[src/rtl/pin_bank_pkg.sv]
package pin_bank_pkg;

    localparam int ADDR_W = 4;

    typedef enum logic [ADDR_W-1:0] {
        REG_LEVEL    = 4'd0,
        REG_OUT_SET  = 4'd1,
        REG_OUT_CLR  = 4'd2,
        REG_DIR_SET  = 4'd3,
        REG_DIR_CLR  = 4'd4,
        REG_SEL_A    = 4'd5,
        REG_SEL_B    = 4'd6,
        REG_PULL_OFF = 4'd7,
        REG_KEEP     = 4'd8
    } reg_addr_e;

    // Encoding is {select A bit, select B bit}
    typedef enum logic [1:0] {
        SRC_GPIO = 2'b00,
        SRC_FB   = 2'b01,
        SRC_FA   = 2'b10,
        SRC_FC   = 2'b11
    } pad_src_e;

    typedef struct packed {
        logic oe;
        logic out;
        logic pull_en;
        logic pull_up;
    } pad_drive_t;

    function automatic pad_src_e pick_src(input logic a_bit, input logic b_bit);
        return pad_src_e'({a_bit, b_bit});
    endfunction

endpackage

[src/rtl/pin_bank_regs.sv]
module pin_bank_regs
    import pin_bank_pkg::*;
#(
    parameter int NPINS = 32
) (
    input  logic                clk,
    input  logic                rst,
    input  logic                we,
    input  logic [ADDR_W-1:0]   addr,
    input  logic [NPINS-1:0]    wdata,
    input  logic [NPINS-1:0]    level,
    output logic [NPINS-1:0]    rdata,
    output logic [NPINS-1:0]    latch,
    output logic [NPINS-1:0]    dir,
    output logic [NPINS-1:0]    sel_a,
    output logic [NPINS-1:0]    sel_b,
    output logic [NPINS-1:0]    pull_off,
    output logic [NPINS-1:0]    keep
);

    reg_addr_e sel;
    assign sel = reg_addr_e'(addr);

    always_ff @(posedge clk) begin
        if (rst) begin
            latch    <= '0;
            dir      <= '0;
            sel_a    <= '0;
            sel_b    <= '0;
            pull_off <= '0;
            keep     <= '0;
        end else if (we) begin
            case (sel)
                REG_OUT_SET:  latch    <= latch | wdata;
                REG_OUT_CLR:  latch    <= latch & ~wdata;
                REG_DIR_SET:  dir      <= dir | wdata;
                REG_DIR_CLR:  dir      <= dir & ~wdata;
                REG_SEL_A:    sel_a    <= wdata;
                REG_SEL_B:    sel_b    <= wdata;
                REG_PULL_OFF: pull_off <= wdata;
                REG_KEEP:     keep     <= wdata;
                default: ;
            endcase
        end
    end

    always_comb begin
        case (sel)
            REG_LEVEL:                rdata = level;
            REG_OUT_SET, REG_OUT_CLR: rdata = latch;
            REG_DIR_SET, REG_DIR_CLR: rdata = dir;
            REG_SEL_A:                rdata = sel_a;
            REG_SEL_B:                rdata = sel_b;
            REG_PULL_OFF:             rdata = pull_off;
            REG_KEEP:                 rdata = keep;
            default:                  rdata = '0;
        endcase
    end

    assert_latch_set_R2: assert property (@(posedge clk) disable iff (rst)
        (we && sel == REG_OUT_SET) |=>
            ((latch & $past(wdata)) == $past(wdata)) &&
            ((latch & ~$past(wdata)) == ($past(latch) & ~$past(wdata))));

    assert_latch_clr_R2: assert property (@(posedge clk) disable iff (rst)
        (we && sel == REG_OUT_CLR) |=>
            ((latch & $past(wdata)) == '0) &&
            ((latch & ~$past(wdata)) == ($past(latch) & ~$past(wdata))));

    assert_dir_set_R3: assert property (@(posedge clk) disable iff (rst)
        (we && sel == REG_DIR_SET) |=>
            ((dir & $past(wdata)) == $past(wdata)) &&
            ((dir & ~$past(wdata)) == ($past(dir) & ~$past(wdata))));

    assert_dir_clr_R3: assert property (@(posedge clk) disable iff (rst)
        (we && sel == REG_DIR_CLR) |=>
            ((dir & $past(wdata)) == '0) &&
            ((dir & ~$past(wdata)) == ($past(dir) & ~$past(wdata))));

    assert_level_write_inert_R9: assert property (@(posedge clk) disable iff (rst)
        (we && (sel == REG_LEVEL || addr > 4'd8)) |=>
            $stable(latch) && $stable(dir) && $stable(sel_a) &&
            $stable(sel_b) && $stable(pull_off) && $stable(keep));

endmodule

[src/rtl/pin_bank_sync.sv]
module pin_bank_sync #(
    parameter int NPINS  = 32,
    parameter int STAGES = 2
) (
    input  logic             clk,
    input  logic             rst,
    input  logic [NPINS-1:0] raw,
    output logic [NPINS-1:0] synced
);

    logic [STAGES-1:0][NPINS-1:0] chain;

    always_ff @(posedge clk) begin
        if (rst) begin
            chain <= '0;
        end else begin
            chain[0] <= raw;
            for (int s = 1; s < STAGES; s++) begin
                chain[s] <= chain[s-1];
            end
        end
    end

    assign synced = chain[STAGES-1];

    generate
        if (STAGES == 2) begin : g_chk
            logic [1:0] warm;
            always_ff @(posedge clk) begin
                if (rst)              warm <= '0;
                else if (warm != 2'd3) warm <= warm + 2'd1;
            end
            assert_two_edge_delay_R7: assert property (@(posedge clk) disable iff (rst)
                (warm >= 2'd2) |-> (synced == $past(raw, 2)));
        end
    endgenerate

endmodule

[src/rtl/pin_bank_mux.sv]
module pin_bank_mux
    import pin_bank_pkg::*;
#(
    parameter int NPINS = 32
) (
    input  logic [NPINS-1:0] latch,
    input  logic [NPINS-1:0] dir,
    input  logic [NPINS-1:0] sel_a,
    input  logic [NPINS-1:0] sel_b,
    input  logic [NPINS-1:0] pull_off,
    input  logic [NPINS-1:0] keep,
    input  logic             sleep,
    input  logic [NPINS-1:0] fa_oe,
    input  logic [NPINS-1:0] fa_out,
    input  logic [NPINS-1:0] fb_oe,
    input  logic [NPINS-1:0] fb_out,
    input  logic [NPINS-1:0] fc_oe,
    input  logic [NPINS-1:0] fc_out,
    output logic [NPINS-1:0] pad_oe,
    output logic [NPINS-1:0] pad_out,
    output logic [NPINS-1:0] pad_pull_en,
    output logic [NPINS-1:0] pad_pull_up
);

    genvar n;
    generate
        for (n = 0; n < NPINS; n++) begin : g_pin
            pad_drive_t awake, final_drv;
            pad_src_e   src;

            assign src = pick_src(sel_a[n], sel_b[n]);

            always_comb begin
                awake.pull_en = ~pull_off[n];
                awake.pull_up = latch[n];
                case (src)
                    SRC_FA:  begin awake.oe = fa_oe[n]; awake.out = fa_out[n]; end
                    SRC_FB:  begin awake.oe = fb_oe[n]; awake.out = fb_out[n]; end
                    SRC_FC:  begin awake.oe = fc_oe[n]; awake.out = fc_out[n]; end
                    default: begin awake.oe = dir[n];   awake.out = latch[n];  end
                endcase
            end

            always_comb begin
                if (sleep && !keep[n]) begin
                    final_drv.oe      = 1'b0;
                    final_drv.out     = 1'b0;
                    final_drv.pull_en = 1'b1;
                    final_drv.pull_up = latch[n];
                end else begin
                    final_drv = awake;
                end
            end

            assign pad_oe[n]      = final_drv.oe;
            assign pad_out[n]     = final_drv.out;
            assign pad_pull_en[n] = final_drv.pull_en;
            assign pad_pull_up[n] = final_drv.pull_up;
        end
    endgenerate

endmodule

[src/rtl/pin_bank.sv]
module pin_bank
    import pin_bank_pkg::*;
#(
    parameter int NPINS       = 32,
    parameter int SYNC_STAGES = 2
) (
    input  logic               clk,
    input  logic               rst,
    input  logic               bus_we,
    input  logic [ADDR_W-1:0]  bus_addr,
    input  logic [NPINS-1:0]   bus_wdata,
    output logic [NPINS-1:0]   bus_rdata,
    input  logic               sleep_req,
    input  logic [NPINS-1:0]   pad_in,
    output logic [NPINS-1:0]   pin_in,
    input  logic [NPINS-1:0]   alt_a_oe,
    input  logic [NPINS-1:0]   alt_a_out,
    input  logic [NPINS-1:0]   alt_b_oe,
    input  logic [NPINS-1:0]   alt_b_out,
    input  logic [NPINS-1:0]   alt_c_oe,
    input  logic [NPINS-1:0]   alt_c_out,
    output logic [NPINS-1:0]   pad_oe,
    output logic [NPINS-1:0]   pad_out,
    output logic [NPINS-1:0]   pad_pull_en,
    output logic [NPINS-1:0]   pad_pull_up
);

    logic [NPINS-1:0] latch, dir, sel_a, sel_b, pull_off, keep;

    pin_bank_sync #(.NPINS(NPINS), .STAGES(SYNC_STAGES)) u_sync (
        .clk    (clk),
        .rst    (rst),
        .raw    (pad_in),
        .synced (pin_in)
    );

    pin_bank_regs #(.NPINS(NPINS)) u_regs (
        .clk      (clk),
        .rst      (rst),
        .we       (bus_we),
        .addr     (bus_addr),
        .wdata    (bus_wdata),
        .level    (pin_in),
        .rdata    (bus_rdata),
        .latch    (latch),
        .dir      (dir),
        .sel_a    (sel_a),
        .sel_b    (sel_b),
        .pull_off (pull_off),
        .keep     (keep)
    );

    pin_bank_mux #(.NPINS(NPINS)) u_mux (
        .latch       (latch),
        .dir         (dir),
        .sel_a       (sel_a),
        .sel_b       (sel_b),
        .pull_off    (pull_off),
        .keep        (keep),
        .sleep       (sleep_req),
        .fa_oe       (alt_a_oe),
        .fa_out      (alt_a_out),
        .fb_oe       (alt_b_oe),
        .fb_out      (alt_b_out),
        .fc_oe       (alt_c_oe),
        .fc_out      (alt_c_out),
        .pad_oe      (pad_oe),
        .pad_out     (pad_out),
        .pad_pull_en (pad_pull_en),
        .pad_pull_up (pad_pull_up)
    );

    assert_sleep_releases_R6: assert property (@(posedge clk) disable iff (rst)
        sleep_req |-> (((pad_oe | pad_out) & ~keep) == '0) && ((pad_pull_en | keep) == '1));

    assert_gpio_source_R4: assert property (@(posedge clk) disable iff (rst)
        !sleep_req |-> ((pad_oe & ~(sel_a | sel_b)) == (dir & ~(sel_a | sel_b))));

endmodule

[config.mk]
export PLATFORM = sky130hd
export DESIGN_NAME = pin_bank
export DESIGN_NICKNAME = d
export VERILOG_FILES = /design/src/rtl/pin_bank_pkg.sv /design/src/rtl/pin_bank_regs.sv /design/src/rtl/pin_bank_sync.sv /design/src/rtl/pin_bank_mux.sv /design/src/rtl/pin_bank.sv
export SDC_FILE = /design/constraint.sdc
export NUM_CORES = 1
export LEC_CHECK = 0
export CAP_MARGIN = 40
export CELL_PAD_IN_SITES_DETAIL_PLACEMENT = 1
export CELL_PAD_IN_SITES_GLOBAL_PLACEMENT = 2
export CORE_UTILIZATION = 26
export DETAILED_ROUTE_END_ITERATION = 8
export GPL_ROUTABILITY_DRIVEN = 0
export PLACE_DENSITY_LB_ADDON = 0.1
export SETUP_SLACK_MARGIN = 0.3
export SYNTH_ARGS = -nofsm -noshare
export SYNTH_HDL_FRONTEND = slang
export SYNTH_SLANG_ARGS = --single-unit
export TNS_END_PERCENT = 5
[constraint.sdc]
create_clock -name clk -period 2.9 [get_ports clk]
set_clock_uncertainty 0.05 [all_clocks]
set_input_delay 0.725 -clock clk [delete_from_list [all_inputs] [get_ports clk]]
set_output_delay 0.725 -clock clk [all_outputs]
set_load 0.01 [all_outputs]
### After elaboration in Yosys (flattened, before gate mapping)

Cells that the tools add are included.

| operators by class | value |
|---|---|
| equality and inequality tests | 104 |
| mux-type cells | 67 |
| reductions and logical operators | 75 |
| bitwise operators | 37 |

Operators with widths:

| operator | count |
|---|---|
| $pmux W32 S7 | 1 |
| $pmux W2 S3 | 32 |
| $eq A2 B2 Y1 const B | 64 |
| $mux W4 | 32 |
| $pmux W32 S2 | 2 |
| $and A32 B32 Y32 | 2 |
| $eq A2 B1 Y1 const B | 32 |
| $or A32 B32 Y32 | 2 |
| $logic_and A1 B1 Y1 | 32 |
| $logic_not A1 Y1 | 32 |
| $not A1 Y1 | 32 |
| $not A32 Y32 | 1 |
| $eq A4 B3 Y1 const B | 4 |
| $reduce_and A2 Y1 | 6 |
| $eq A4 B2 Y1 const B | 2 |
| $eq A4 B1 Y1 const B | 1 |
| $eq A4 B4 Y1 const B | 1 |
| $logic_not A4 Y1 | 1 |
| $reduce_bool A2 Y1 | 2 |
| $reduce_or A2 Y1 | 2 |

| word-level totals | value |
|---|---|
| register bits after elaboration | 256 |
| input port bits | 264 |
| logic and storage cells | 291 |
| output and inout port bits | 192 |

### Logic depth before layout (Yosys ltp)

| depth | value |
|---|---|
| word-level depth | 3 |
| mapped depth | 7 |

### Cells and area by module

Synthesis repeated with hierarchy kept, for this count alone.

| unflattened totals | value |
|---|---|
| cell total of the unflattened synthesis | 1501 |
| area total of the unflattened synthesis | 13807.0 µm² |

Modules (own cells, without submodules):

| module | cells each | area each (µm²) | times used | seq. area each (µm²) |
|---|---|---|---|---|
| pin_bank_regs | 1107 | 8991.1 | 1 | 3843.7 |
| pin_bank_mux | 227 | 2657.5 | 1 | 0.0 |
| pin_bank_sync | 167 | 2158.3 | 1 | 1281.2 |

### Least setup slack after synthesis

No wires, ideal clock.

| timing path | value |
|---|---|
| path type | input port to output port |
| start point | input port bus_addr[3] |
| end point | output port bus_rdata[14] |
| path buffers | 3 |
| setup slack | 0.074 ns |
| arrival | 2.051 ns |
| stages | 7 |
| cell sequence | buf_2 -> buf_2 -> buf_2 -> mux2i_1 -> a2bb2oi_1 -> o21ai_0 -> a221o_1 |

| on the way | value |
|---|---|
| longest elaborated chain between the ends | 3 |
| elaborated cells between the ends (all ways) | 12 |

Ends and longest elaborated chain:

| element | line | source |
|---|---|---|
| from (decl) | pin_bank.sv:10 | `input logic [ADDR_W-1:0] bus_addr,` |
| $eq A4 B2 Y1, or another cell as far along | pin_bank_regs.sv:48 | `case (sel)` |
| $reduce_or A2 Y1 | pin_bank_regs.sv:48 |  |
| $pmux W32 S7 (*) | pin_bank_regs.sv:48 |  |
| to (decl) | pin_bank.sv:12 | `output logic [NPINS-1:0] bus_rdata,` |

Mark *: on every way between the ends. The rest lies on a longest branch, timed or not.

### Worst setup path in the final report

| timing path | value |
|---|---|
| start point | input port bus_addr[0] |
| end point | output port bus_rdata[20] |

The elaborated chain is that of the path after synthesis.

==> results.json <==
{
  "status": "complete, but fails checks",
  "violations": "negative setup slack",
  "startpoint": "bus_addr[0]",
  "seqPwrFrac_pct": 40.7,
  "worstMarginPinSlew_ns": 0.581,
  "cts_buffers": 34,
  "worstHoldStart": "u_sync.chain[28]$_SDFF_PP0_",
  "hold_buffers": 0,
  "tns_ns": -1.21,
  "n_antenna_cell": 0,
  "clock-root-buffer": "clkbuf_16",
  "fmax_ghz": 0.332,
  "clock_sinks": 256,
  "synth_seq_cells": 256,
  "crit_path_max_fanout": 7,
  "ir_drop_uv": 318,
  "port-buffer-count": 455,
  "grt_start_max_net_pins": 69,
  "hpwl_mm": 47.1,
  "track_usage_pct": 24.9,
  "rr_worst_depth": 3,
  "avgSynthCellArea_um2": 9.10,
  "via_per_inst": 5.08,
  "hold_path.class": "reg -> reg",
  "grt_setup_unrepaired": "yes",
  "syn_to_final_growth_pct": 57.3,
  "yosys_most_used_dff": "dfxtp_1",
  "drt-initial-drc-count": 711,
  "cts_buffer_depth": 3,
  "dp_cells": 2492,
  "die_w_um": 225,
  "preCtsSetupSlack_ns": -0.906,
  "r2r_slack_ns": 2.00,
  "postSynthCellCount": 1418,
  "pwr-share-clk_pct": 45.0,
  "finalCriticalPeriod_ns": 3.01,
  "io_pins": 456,
  "h-tree-depth": 2,
  "clkSlewWorstSetupHoldPaths_ns": 0.05,
  "final_common_cell": "nand2_1",
  "final_cells": 2567,
  "hold_violations": 0,
  "synth-seq-area-share_pct": 39.7,
  "dieArea_mm2": 0.0505,
  "synth-edff-count": 0,
  "routedWlPerCell_um": 25.0,
  "grt.overflow.total": 0,
  "layout.nets": 2142,
  "p_per_area_mw_per_mm2": 447,
  "hold_depth": 1,
  "max_cap_viol_count": 0,
  "slew_headroom_pct": 61.3,
  "synth_cell_types": 49,
  "drv_slew": 0,
  "syn_area_mm2": 0.0129,
  "mostFrequentLayoutCells": "nand2_1 (260), dfxtp_1 (228), a21oi_1 (193), clkdlybuf4s50_1 (163), nor2b_1 (111)",
  "period_share_pct": 104,
  "routed_wl_mm": 64.3,
  "synth-async-reset-ratio_pct": 0,
  "start_util_pct": 26.4,
  "yosysWarnings": 0,
  "cp.required_ns": 2.12,
  "grt_pass1_vias": 13700,
  "syn-num-nets": 1682,
  "grt_pass1_wl_mm": 92.2,
  "p_int_uw": 6680,
  "cts_tree": "yes",
  "sw_frac_of_total_pct": 26.3,
  "ant_nets": 0,
  "combPwrFrac_pct": 14.2,
  "power.switching_uw": 2380,
  "drive_above_1_share_pct": 28.8,
  "startpoint_type": "input pin",
  "core_area_mm2": 0.0490,
  "antenna_found_initial": 1,
  "dieHeight_um": 225,
  "drc": 0,
  "core.rowCount": 81,
  "setup_viol": 18,
  "insertion_delay_ns": 0.53,
  "worstSetupPathType": "in -> out",
  "power_leakage_uw": 0.00800,
  "drtPass1Iterations": 4,
  "arrival_ns": 2.24,
  "endpoint_kind": "primary output",
  "finalWorstSetupSlack_ns": -0.112,
  "vias": 13100
}
final cells by class:
cell class	instances	area (um2)
Tap cell	664	831
Inverter	4	15.0
Clock inverter	15	119
Multi-Input combinational cell	988	7290
Fill cell	5504	28700
Timing Repair Buffer	594	5930
Sequential cell	256	5160
Clock buffer	46	946
metal layers:
metal / up-vias / GRT usage [%] / wire length, um
met5: - / 0 / 0
met4: 0 / 7.00 / 1330
met3: 68 / 4.36 / 3220
met2: 377 / 42.6 / 31500
met1: 6626 / 32.1 / 28200
li1: 5980 / - / -
through the flow:
step / hold slack (ns) / area [um2] / utilization [%] / total power [uW]
after CTS: 0.388 / 19800 / 40.4 / 9160
after detailed placement: 0.375 / 18800 / 38.4 / 5050
after global routing: 0.393 / 20300 / 41.5 / 9390
after global placement: 0.367 / 18800 / 38.4 / 5030
after floorplan: 0.364 / 12900 / - / 4240
final: 0.386 / 20300 / 41.5 / 9060
cell families (layout without fill, tap and decap cells):
family | Yosys count | after routing | share of synthesized area (%)
mux | 84 | 84 | 12.8
buf+inv | 174 | 659 | 7.55
flops | 256 | 256 | 39.7
xor+xnor | 2 | 2 | 0.252
simple gates | 478 | 478 | 17.4
compound gates | 424 | 424 | 22.3
power by group through the flow:
stage | Sequential, uW | Clock (uW) | Combinational [uW]
after global placement | 3760 | 0 | 1270
after CTS | 3690 | 4190 | 1280
after floorplan | 3730 | 0 | 510
after global routing | 3700 | 4330 | 1370
after detailed placement | 3760 | 0 | 1290
final | 3690 | 4080 | 1290
synthesized netlist by cell type, types with 11 or more instances:
cell | number | area share, %
mux2i_1 | 15 | 1.2
buf_4 | 68 | 4.0
a211oi_2 | 30 | 2.9
nor2b_1 | 130 | 6.3
clkbuf_1 | 66 | 1.9
a21oi_1 | 194 | 7.5
nor2_1 | 40 | 1.2
nand2_1 | 265 | 7.7
a211oi_1 | 34 | 2.0
o21ai_0 | 43 | 1.7
dfxtp_1 | 256 | 40
a22o_1 | 22 | 1.5
a2bb2oi_1 | 11 | 0.75
a22oi_1 | 43 | 2.5
mux4_2 | 64 | 11
a221o_1 | 22 | 1.7
buf_2 | 28 | 1.1
path summary, 6_finish.rpt:
check,end
setup / recovery,bus_rdata[20]
hold / removal,u_sync.synced[28]$_SDFF_PP0_
hold reg to reg,u_sync.synced[28]$_SDFF_PP0_
setup reg to reg,flop
worst max-delay path: stages:
cell and delay, ns:
buf_12 0.12, buf_12 0.14, and2_4 0.15, buf_6 0.11, a22o_1 0.17, a221o_1 0.37, a221o_1 0.31, buf_6 0.14
repair_timing:
item	4_1_cts	5_1_grt
buffers inserted	9	4
resized for setup	586	284
setup endpoints to repair	128	123
pin swaps	27	14
gates cloned	1	0
No activity file was read; power rests on OpenSTA's default activity.
